===== config.mk =====
export PLATFORM = sky130hd
export DESIGN_NAME = inv_scratch_ram
export DESIGN_NICKNAME = d
export VERILOG_FILES = /design/src/rtl/scratch_pkg.sv /design/src/rtl/scratch_ctrl.sv /design/src/rtl/scratch_dpath.sv /design/src/rtl/inv_scratch_ram.sv
export SDC_FILE = /design/constraint.sdc
export NUM_CORES = 1
export LEC_CHECK = 0
export BUFFER_PORTS_ARGS = -buffer_cell sky130_fd_sc_hd__buf_2
export CORE_MARGIN = 4
export CORE_UTILIZATION = 35
export CTS_CLUSTER_SIZE = 14
export DETAILED_ROUTE_END_ITERATION = 12
export SLEW_MARGIN = 20
export SYNTH_ARGS = -nofsm -noshare
export SYNTH_HDL_FRONTEND = slang
export SYNTH_SLANG_ARGS = --single-unit

===== constraint.sdc =====
create_clock -name clk -period 4.51 [get_ports clk]
set_input_delay 0.902 -clock clk [delete_from_list [all_inputs] [get_ports clk]]
set_output_delay 0.902 -clock clk [all_outputs]
set_load 0.02 [all_outputs]

===== src/rtl/scratch_pkg.sv =====
package scratch_pkg;
  // Strobes from control to datapath
  typedef struct packed {
    logic latchAddr; // capture addrIn into the address register
    logic useLive;   // route addrIn directly this cycle (edge cycle)
    logic writeEn;   // commit wrData at next rising edge
    logic readEn;    // present inverted word and valid flag
  } ramStrobes_t;
endpackage


===== src/rtl/scratch_ctrl.sv =====
module scratch_ctrl
  import scratch_pkg::*;
(
  input  logic        clk,
  input  logic        rstN,
  input  logic        selN,
  input  logic        wrN,
  output ramStrobes_t strb
);
  logic selHist;
  logic selFall;

  // Select history resets high so a first low level counts as an edge
  always_ff @(posedge clk or negedge rstN) begin
    if (!rstN) selHist <= 1'b1;
    else       selHist <= selN;
  end

  assign selFall = selHist & ~selN;

  always_comb begin
    strb.latchAddr = selFall;
    strb.useLive   = selFall;
    strb.writeEn   = ~selN & ~wrN;
    strb.readEn    = ~selN &  wrN;
  end

  // Armed one cycle after reset so $past sees only post-reset values
  logic chkArmed;
  always_ff @(posedge clk or negedge rstN) begin
    if (!rstN) chkArmed <= 1'b0;
    else       chkArmed <= 1'b1;
  end

  // holding select low never re-latches the address
  a_r7_no_relatch: assert property (@(posedge clk) disable iff (!rstN)
    (chkArmed && !selN && !$past(selN)) |-> !strb.latchAddr);

  // never read and write at once
  a_r6_exclusive: assert property (@(posedge clk) disable iff (!rstN)
    !(strb.readEn && strb.writeEn));
endmodule


===== src/rtl/scratch_dpath.sv =====
module scratch_dpath
  import scratch_pkg::*;
#(
  parameter int ADDR_W = 4,
  parameter int DATA_W = 4
) (
  input  logic              clk,
  input  logic              rstN,
  input  ramStrobes_t       strb,
  input  logic [ADDR_W-1:0] addrIn,
  input  logic [DATA_W-1:0] wrData,
  output logic [DATA_W-1:0] rdData,
  output logic              rdValid
);
  localparam int DEPTH = 1 << ADDR_W;

  logic [ADDR_W-1:0]             addrReg;
  logic [ADDR_W-1:0]             selAddr;
  logic [DEPTH-1:0][DATA_W-1:0]  memArr;
  logic [DATA_W-1:0]             rawWord;

  always_ff @(posedge clk or negedge rstN) begin
    if (!rstN)               addrReg <= '0;
    else if (strb.latchAddr) addrReg <= addrIn;
  end

  assign selAddr = strb.useLive ? addrIn : addrReg;

  // Storage has no reset: contents undefined until written
  always_ff @(posedge clk) begin
    if (strb.writeEn) memArr[selAddr] <= wrData;
  end

  assign rawWord = memArr[selAddr];

  // Per-bit inversion and gating of the read path
  for (genvar b = 0; b < DATA_W; b++) begin : g_rdBit
    assign rdData[b] = strb.readEn & ~rawWord[b];
  end
  assign rdValid = strb.readEn;

  // address register only moves on a latch strobe
  a_r2_addr_hold: assert property (@(posedge clk) disable iff (!rstN)
    !strb.latchAddr |=> $stable(addrReg));

  // array untouched without a write strobe
  a_r5_nondestructive: assert property (@(posedge clk) disable iff (!rstN)
    !strb.writeEn |=> $stable(memArr));

  // a write strobe lands the data at the selected address
  a_r3_write_lands: assert property (@(posedge clk) disable iff (!rstN)
    strb.writeEn |=> memArr[$past(selAddr)] == $past(wrData));
endmodule


===== src/rtl/inv_scratch_ram.sv =====
module inv_scratch_ram
  import scratch_pkg::*;
#(
  parameter int ADDR_W = 4,
  parameter int DATA_W = 4
) (
  input  logic              clk,
  input  logic              rstN,
  input  logic [ADDR_W-1:0] addrIn,
  input  logic [DATA_W-1:0] wrData,
  input  logic              selN,
  input  logic              wrN,
  output logic [DATA_W-1:0] rdData,
  output logic              rdValid
);
  ramStrobes_t strb;

  scratch_ctrl u_ctrl (
    .clk  (clk),
    .rstN (rstN),
    .selN (selN),
    .wrN  (wrN),
    .strb (strb)
  );

  scratch_dpath #(.ADDR_W(ADDR_W), .DATA_W(DATA_W)) u_dpath (
    .clk     (clk),
    .rstN    (rstN),
    .strb    (strb),
    .addrIn  (addrIn),
    .wrData  (wrData),
    .rdData  (rdData),
    .rdValid (rdValid)
  );

  // outputs off while deselected or writing
  a_r6_outputs_off: assert property (@(posedge clk) disable iff (!rstN)
    (selN || !wrN) |-> (!rdValid && rdData == '0));
endmodule


# Word level (Yosys, flattened, before mapping)
# Cells that the tools add are included.
[totals]
regBits = 69
word_cells = 40
[classes]
mux = 6
bitwise = 13
magnitude_cmp = 2
reduce_logical = 1
[op_table]
columns = ["op", "count"]
rows = [
  ["64-bit bitwise mux", 1],
  ["4-bit binary-select mux with 4-bit select", 1],
  ["4-bit demux with 4-bit select", 1],
  ["4-bit 2-to-1 mux", 3],
  ["1-bit bitwise AND", 7],
  ["1-bit NOT", 6],
  ["4-bit by 5-bit less-than comparator with 1-bit output, second input constant", 1],
  ["4-bit by 1-bit greater-or-equal comparator with 1-bit output, second input constant", 1],
  ["1-bit logical AND", 1],
]

# Logic depth before layout (Yosys ltp)
# Gate-level depths: netlist of run 1.
[logic_depth]
depth_word = 8
depth_mapped = 8
depth_no_buf = 6

# Hierarchy
# Synthesis of run 1 repeated with hierarchy kept, for this count alone.
[hier_totals]
hier_cells = 179
area_unflattened_um2 = 2941.6
[by_module_without_submodules]
columns = ["module", "n_inst", "cells_per_inst", "area_per_inst_um2"]
rows = [
  ["scratch_dpath", 1, 173, 2884.0],
  ["scratch_ctrl", 1, 6, 57.6],
]

# Worst setup path before layout of run 1
# OpenSTA, ideal clock, no wires.
[synth_path]
kind = "input to output"
startpoint = "in selN"
endpoint = "out rdData[1]"
path_stages = 6
t_arrival_ns = 2.620
path_buffers = 1
path_slack_ns = 0.988
path_cell_list = "nor2b_2 > mux2i_2 > buf_4 > mux2_2 > a222oi_1 > nor4b_2"
[synth_between]
elab_chain_cells = 7
word_cells_on_any_way = 8
[synth_rtl]
columns = ["item", "line", "rtl"]
rows = [
  ["from (decl)", "inv_scratch_ram.sv:11", "input logic selN,"],
  ["1-bit NOT *", "scratch_ctrl.sv:19, scratch_ctrl.sv:25", ""],
  ["1-bit bitwise AND", "scratch_ctrl.sv:19", "assign selFall = selHist & ~selN;"],
  ["4-bit 2-to-1 mux", "-", ""],
  ["4-bit binary-select mux with 4-bit select", "scratch_dpath.sv:34", "assign rawWord = memArr[selAddr];"],
  ["4-bit 2-to-1 mux (implied by the code)", "scratch_dpath.sv:34", ""],
  ["1-bit NOT", "scratch_dpath.sv:38", "assign rdData[b] = strb.readEn & ~rawWord[b];"],
  ["1-bit bitwise AND *", "scratch_dpath.sv:38", ""],
  ["to (decl)", "inv_scratch_ram.sv:13", "output logic [DATA_W-1:0] rdData,"],
]
# Mark *: on every way between the ends. The rest lies on a longest branch, timed or not. The select of a mux whose other input is x is not followed.

# Worst setup path in the final report of run 1
[layout_path]
startpoint = "in selN"
endpoint = "out rdData[2]"
# Same word-level chain as after synthesis.

==> results.cfg, run 1 <==
[status]
status = complete, no violations

[yosys]
synth.cell_area_mm2 = 0.002999
synth-seq-cells = 69
ys_warn_count = 0
netlist_instances = 207
synth-edff-count = 64
yosysSeqAreaShare_pct = 68.29
ys_top_cells_by_area = edfxtp_1 64%, mux2i_1 6.7%, dfrtp_1 3.3%
async_flop_share_pct = 7.246
synth_top_area_share_pct = 64.08
synth_area_leader_cell = edfxtp_1
ys_types = 34
syn-num-nets = 219
ys.flop_type = edfxtp_1
syn_avg_cell_area_um2 = 14.49

[worst_setup_path]
path_buf_inv = 2
cpLargestDelayFamily = compound AO/OA/AOI/OAI gates
worstReg2RegEnd = u_dpath.memArr[25]
critPathMaxStageDelay_ns = 0.64
endpoint = rdData[2]
critical_path_arrival_ns = 3.07
cp_slowest_cell = a31oi_1
ff2ff_path_depth = 5
worstSetupStartpoint = selN
cp_common_cell = buf_2
start_kind = input port
crit_fanout = 10
setup.worst_path.class = input port to output port
r2r_start = u_ctrl.selHist
end_kind = output port
rrSetupSlack_ns = 1.91
crit_required_ns = 3.61
worstSetupPathDepth = 7
crit_path_cell_trace = buf_2, nand2b_1, a31oi_1, nor2_1, a222oi_1, nor4b_2, buf_2

[grt]
overflow = 0
grt_max_degree = 26
antenna_found_initial = 0
grt_pass1_wl_mm = 10.07
grt_pass1_vias = 1850
grt_use_total_pct = 13.38

[timing]
whs_ns = 0.3652
relSlewSlack_pct = 54.08
skew_ns = 0.007285
period_share_pct = 88.07
fin_setup_tns_ns = 0
setup_viol = 0
fmax_mhz = 251.8
rsz0062_at_grt = no
drv_slew = 0
hold_viol_final = 0
fin_crit_ns = 3.972
tightest_slew_ns = 0.6855

[finish]
final_cell_mix = 64 x edfxtp_1, 21 x nor2_1, 20 x mux2i_1
fin_area_mm2 = 0.003435
nFillCells = 769
syn_to_final_growth_pct = 14.52
final_common_cell = edfxtp_1
drive_above_1_share_pct = 23.31
finalNetCount = 243
final_core_util_pct = 41.59
antenna_cells = 0

[clocking]
tritoncts = done
cts_buffer_depth = 2
clock_sinks = 69
postCtsSetupRepairBufs = 0
cts-buffers-inserted = 9
insertion_delay_ns = 0.34
cts_hold_buf = 0
cts-root-buf = clkbuf_8
cts-resized-gates = 0
path_clk_slew_ns = 0.08
htreeDepth = 3

[floorplan]
die_h_um = 100.6
num_io_pins = 17
dieWidth_um = 100.6
core_region_area_mm2 = 0.008258
dieArea_mm2 = 0.01011
initial_core_util_pct = 36.32
rows = 33

[power_and_ir_drop]
leakage_uw = 0.001186
power.density_mw_per_mm2 = 437.9
power_uw = 1504
ir_worst_vdd_mv = 0.2576

[placed_design]
dpl_cell_area_mm2 = 0.003189
port_buffers = 16
dp_hpwl_mm = 4.383
place_congestion = 0.7868

[drt]
wirelength_mm = 6.353
drt-initial-drc-count = 166
wl_per_cell_um = 18.63
drc = 0
routed_via_density = 5.191
vias = 1770
ant_nets = 0
firstDrtPassIters = 5

[job]
drv_cap = 0

[hold_path]
min_path_type = input port to asynchronous set/reset pin
==> final cells by class <==
cell class,count,area (µm²),share of cell area (%)
clock buffer,9,123.9,3.607
sequential,69,2048,59.64
clock inverter,7,121.4,3.534
inverter,4,17.52,0.5100
multi-input combinational,126,874.6,25.46
tap,105,131.4,3.825
timing repair buffer,21,117.6,3.424
==> power breakdown <==
| part | leakage (µW) | internal, µW | switching [µW] |
|---|---|---|---|
| Combinational | 0.000427 | 66.7 | 109 |
| Clock | 0.000124 | 370 | 235 |
| Sequential | 0.000635 | 713 | 10.0 |
==> synthesized netlist by cell type, types with 3 or more instances <==
library cell  number
a21oi_1           13
a31oi_1            3
buf_6              3
dfrtp_1            4
edfxtp_1          64
inv_1              3
mux2_2             6
mux2i_1           20
nand2_1           14
nand2b_1          10
nand3_1            4
nor2_1            21
o21ai_0            8
o221ai_1           6
==> worst min path at each step <==
stage	end	slack, ns
after CTS	u_dpath.addrReg[0]	0.35
final	u_dpath.addrReg[0]	0.37
after global routing	u_dpath.addrReg[1]	0.34
after detailed placement	u_dpath.addrReg[3]	0.64
after floorplan	u_dpath.addrReg[2]	0.60
after global placement	u_dpath.addrReg[2]	0.64
==> metal layers <==
layer | share of wire, % | vias to the layer above | track usage, %
met5 | 0 | - | 0
met4 | 0.11 | 0 | 4.560
met3 | 6.3 | 2 | 3.599
met2 | 47 | 49 | 20.29
met1 | 47 | 876 | 18.62
li1 | - | 843 | -
==> state kept, by name, summed over array words and instances (netlist names) <==
| register | flops |
|---|---|
| u_dpath.memArr | 64 |
| u_dpath.addrReg | 4 |
| u_ctrl.selHist | 1 |
==> stage by stage <==
step	cells	worst slack (ns)
2_1_floorplan	207	0.9876
3_3_place_gp	325	0.5861
3_5_place_dp	325	0.5738
4_1_cts	341	0.5661
5_1_grt	341	0.3885
6_report	341	0.5378
==> cell families (layout without fill, tap and decap cells) <==
kind of cell	after synthesis	count (layout)	share of synthesized area [%]
buffers and inverters	12	41	2.545
DFF	69	69	68.29
AOI/OAI and AO/OA	40	40	8.970
muxes	28	28	10.14
and+or+nand+nor	58	58	10.05
No activity file was read; power rests on OpenSTA's default activity.
==> run 2, diff against run 1 <==
Settings changed: RECOVER_POWER set to 25.
==> run 2 against run 1 <==
Routed wire length fell by 0.44%. Die area did not move. Global-route usage did not move. Clock power barely moved. Cell count did not move. Maximum frequency fell by 2.7%. Sequential share of layout area rose by 0.087 points. Flip-flop and latch count did not move. Clock skew barely moved. First-iteration DRC count fell by 7.2%. Register-to-register slack improved by 0.03 ns. Critical path type unchanged. Critical endpoint is now rdData[1]. Largest power group unchanged.
==> results.cfg, run 2 (same netlist as run 1, synthesis figures left out) <==
[finish]
reg.largest.list = u_dpath.memArr: 64 flops, u_dpath.addrReg: 4 flops, u_ctrl.selHist: 1 flops
syn_to_final_growth_pct = 14.35
antenna_cells = 0
finalNetCount = 243
final_common_cell = edfxtp_1
largest_register_ffs = 64
regMostFlops = u_dpath.memArr
fin_area_mm2 = 0.003430
drive_above_1_share_pct = 21.61
nFillCells = 768
final_cell_mix = 64 x edfxtp_1, 21 x nor2_1, 20 x mux2i_1

[drt]
vias = 1772
wirelength_mm = 6.325
ant_nets = 0
firstDrtPassIters = 5
routed_via_density = 5.196
wl_per_cell_um = 18.55
drc = 0
drt-initial-drc-count = 154

[timing]
relSlewSlack_pct = 51.98
drv_slew = 0
fin_setup_tns_ns = 0
fmax_mhz = 244.8
fin_crit_ns = 4.084
tightest_slew_ns = 0.7202
setup_viol = 0
fin_ws_ns = 0.4258
skew_ns = 0.007251
hold_viol_final = 0
period_share_pct = 90.56
rsz0062_at_grt = no
whs_ns = 0.4124

[worst_setup_path]
end_kind = output port
crit_fanout = 25
critical_path_arrival_ns = 3.18
setup.worst_path.class = input port to output port
start_kind = input port
rrSetupSlack_ns = 1.94
crit_required_ns = 3.61

[clocking]
cts-buffers-inserted = 9
insertion_delay_ns = 0.34
htreeDepth = 3
cts_buffer_depth = 2
tritoncts = done
clock_sinks = 69
cts-root-buf = clkbuf_8
cts-resized-gates = 0
postCtsSetupRepairBufs = 0
path_clk_slew_ns = 0.08
cts_hold_buf = 0

[grt]
overflow = 0
grt_use_total_pct = 13.38
antenna_found_initial = 0
grt_max_degree = 26
grt_pass1_vias = 1850
grt_pass1_wl_mm = 10.07

[placed_design]
place_congestion = 0.7868
place_ws_ns = 0.5738
dp_hpwl_mm = 4.383
port_buffers = 16
dpl_cell_area_mm2 = 0.003189

[floorplan]
die_h_um = 100.6
initial_core_util_pct = 36.32
dieArea_mm2 = 0.01011
core_region_area_mm2 = 0.008258
num_io_pins = 17
rows = 33
dieWidth_um = 100.6

[power_and_ir_drop]
ir_worst_vdd_mv = 0.2577
leakage_uw = 0.001175
power.density_mw_per_mm2 = 438.3

[status]
status = complete, no violations

[job]
drv_cap = 0

[hold_path]
min_path_type = input port to asynchronous set/reset pin
## run 2: changes by cell type in the layout (fill, tap and decap cells not counted)
cell / previous run / this run
buf_2: 16 / 12
clkbuf_1: 0 / 4
## run 2: stage by stage
step	std cells	utilization [%]	total power [µW]
floorplan	207	-	860.2
global placement	325	38.62	912.2
detailed placement	325	38.62	913.1
CTS	341	41.59	1521
global route	341	41.53	1568
finish	341	41.53	1503
## run 2: final timing paths
path	from	end	cells after the start
max reg2reg	u_ctrl.selHist	u_dpath.memArr[25]	5
min reg2reg	u_dpath.addrReg[3]	u_dpath.addrReg[3]	2
max	selN	rdData[1]	8
min	rstN	u_dpath.addrReg[0]	1
min in group clk	u_dpath.addrReg[3]	u_dpath.addrReg[3]	2
max in group asynchronous	rstN	u_ctrl.selHist	1
## run 2: power by group
group          total [µW]  internal (µW)  leakage, µW  switching, µW
combinational         175           66.2     0.000416            109
sequential            723            713     0.000635           9.98
clock                 604            370     0.000124            234
## run 2: critical path: stages
cell	delay, ns
clkbuf_1	0.26
nand2b_1	0.45
mux2i_4	0.41
inv_4	0.20
mux2i_1	0.18
a221oi_1	0.48
nor4b_2	0.11
buf_2	0.18
## run 2: per-layer routing
metal	up-vias	track usage (%)	part of all wire, %
met5	-	0	0
met4	0	4.560	0.11
met3	2	3.599	7.5
met2	61	20.29	47
met1	866	18.62	45
li1	843	-	-
## run 2: area by class of cell
class	instances	area [µm²]	share of cell area (%)
well taps	105	131.4	3.831
repair buffers	21	112.6	3.283
flip-flops and latches	69	2048	59.72
clock inverters	7	121.4	3.539
inverters	4	17.52	0.5108
clock buffers	9	123.9	3.612
multi-input cells	126	874.6	25.50
==> run 3, diff against run 2 <==
Settings changed: CORE_ASPECT_RATIO set to 1.75.
==> run 3 against run 2 <==
Clock power grew 41%. Die area rose by 0.57%. Critical path depth decreased by 1. Core utilization is 1.5 points higher. Sequential share of layout area is 2.4 points lower. Sequential power is essentially flat. Power grew 17%. Count of clock-buffer cells in the layout is the same. Register-to-register slack worse by 0.08 ns. Via count increased by 0.96%. Worst hold slack improved by 0.025 ns. Critical endpoint unchanged.
==> results.cfg, run 3 (same netlist as run 1, synthesis figures left out) <==
[drt]
firstDrtPassIters = 4
wirelength_mm = 6.581
ant_nets = 0
routed_via_density = 5.082
drt-initial-drc-count = 137
vias = 1789
wl_per_cell_um = 18.70
drc = 0

[worst_setup_path]
crit_fanout = 10
critical_path_arrival_ns = 3.11
crit_required_ns = 3.61
end_kind = output port
endpoint = rdData[1]
ff2ff_path_depth = 5
r2r_start = u_ctrl.selHist
setup.worst_path.class = input port to output port
worstReg2RegEnd = u_dpath.memArr[18]
rrSetupSlack_ns = 1.86
worstSetupStartpoint = selN
start_kind = input port

[grt]
antenna_found_initial = 0
overflow = 0
grt_pass1_wl_mm = 10.24
grt_use_total_pct = 14.12
grt_pass1_vias = 1832
grt_max_degree = 26

[placed_design]
dp_hpwl_mm = 4.781
dpl_cell_area_mm2 = 0.003209
place_congestion = 0.8406
port_buffers = 16

[timing]
whs_ns = 0.4372
hold_viol_final = 0
period_share_pct = 89.02
fin_setup_tns_ns = 0
fin_crit_ns = 4.015
relSlewSlack_pct = 50.60
fmax_mhz = 249.1
tightest_slew_ns = 0.7409
drv_slew = 0
skew_ns = 0.002729
rsz0062_at_grt = no
setup_viol = 0

[floorplan]
num_io_pins = 17
rows = 44
dieArea_mm2 = 0.01017
initial_core_util_pct = 36.08
die_h_um = 130.5
core_region_area_mm2 = 0.008313
dieWidth_um = 77.98

[finish]
finalNetCount = 244
final_core_util_pct = 43.00
drive_above_1_share_pct = 21.52
reg.largest.list = u_dpath.memArr: 64 flops, u_dpath.addrReg: 4 flops, u_ctrl.selHist: 1 flops
fin_area_mm2 = 0.003575
regMostFlops = u_dpath.memArr
largest_register_ffs = 64
syn_to_final_growth_pct = 19.19
final_cell_mix = 64 x edfxtp_1, 21 x nor2_1, 20 x mux2i_1
final_common_cell = edfxtp_1
antenna_cells = 0

[clocking]
postCtsSetupRepairBufs = 0
clock_sinks = 69
insertion_delay_ns = 0.33
cts-root-buf = clkbuf_16
tritoncts = done
cts_buffer_depth = 2
cts-resized-gates = 0
path_clk_slew_ns = 0.05
htreeDepth = 3
cts-buffers-inserted = 9
cts_hold_buf = 0

[power_and_ir_drop]
power.density_mw_per_mm2 = 490.9
ir_worst_vdd_mv = 0.1897
leakage_uw = 0.001233

[job]
drv_cap = 0

[hold_path]
min_path_type = input port to asynchronous set/reset pin

[status]
status = complete, no violations
## run 3: where the power goes
part / internal (µW) / total [µW] / switching [µW]
Clock: 599 / 854 / 255
Combinational: 66.6 / 176 / 109
Sequential: 715 / 725 / 10.3
## run 3: stage by stage
stage | worst slack, ns | power [µW] | std cells
after global routing | 0.3527 | 1813 | 352
after floorplan | 0.9876 | 860.2 | 207
after CTS | 0.5323 | 1771 | 352
final | 0.4952 | 1755 | 352
after global placement | 0.6985 | 913.6 | 336
after detailed placement | 0.5894 | 915.0 | 336
## run 3: how the worst min path moves through the flow
stage / start / end / slack, ns / depth (start not counted)
3_3_place_gp: u_dpath.addrReg[3] / u_dpath.addrReg[3] / 0.64 / 2
4_1_cts: rstN / u_dpath.addrReg[0] / 0.37 / 1
6_report: rstN / u_dpath.addrReg[2] / 0.44 / 1
2_1_floorplan: u_dpath.addrReg[2] / u_dpath.addrReg[2] / 0.60 / 2
3_5_place_dp: u_dpath.addrReg[2] / u_dpath.addrReg[2] / 0.65 / 2
5_1_grt: rstN / u_dpath.addrReg[0] / 0.45 / 1
## run 3: per-layer routing
layer | vias up | wire length [µm] | track usage, %
li1 | 844 | - | -
met1 | 884 | 2344 | 13.38
met2 | 45 | 3774 | 26.82
met3 | 16 | 199 | 3.292
met4 | 0 | 263 | 9.063
met5 | - | 0 | 0
## run 3: critical path: stages
cell	delay, ns
clkbuf_1	0.16
nor2b_2	0.19
mux2i_2	0.61
mux2_2	0.41
a222oi_1	0.34
nor4b_2	0.29
buf_2	0.22
## run 3: layout make-up
class / count / area, µm²
clock buffer: 9 / 225.2
clock inverter: 7 / 146.4
fill: 726 / 4738
inverter: 4 / 17.52
multi-input combinational: 126 / 874.6
sequential: 69 / 2048
tap: 115 / 143.9
timing repair buffer: 22 / 118.9
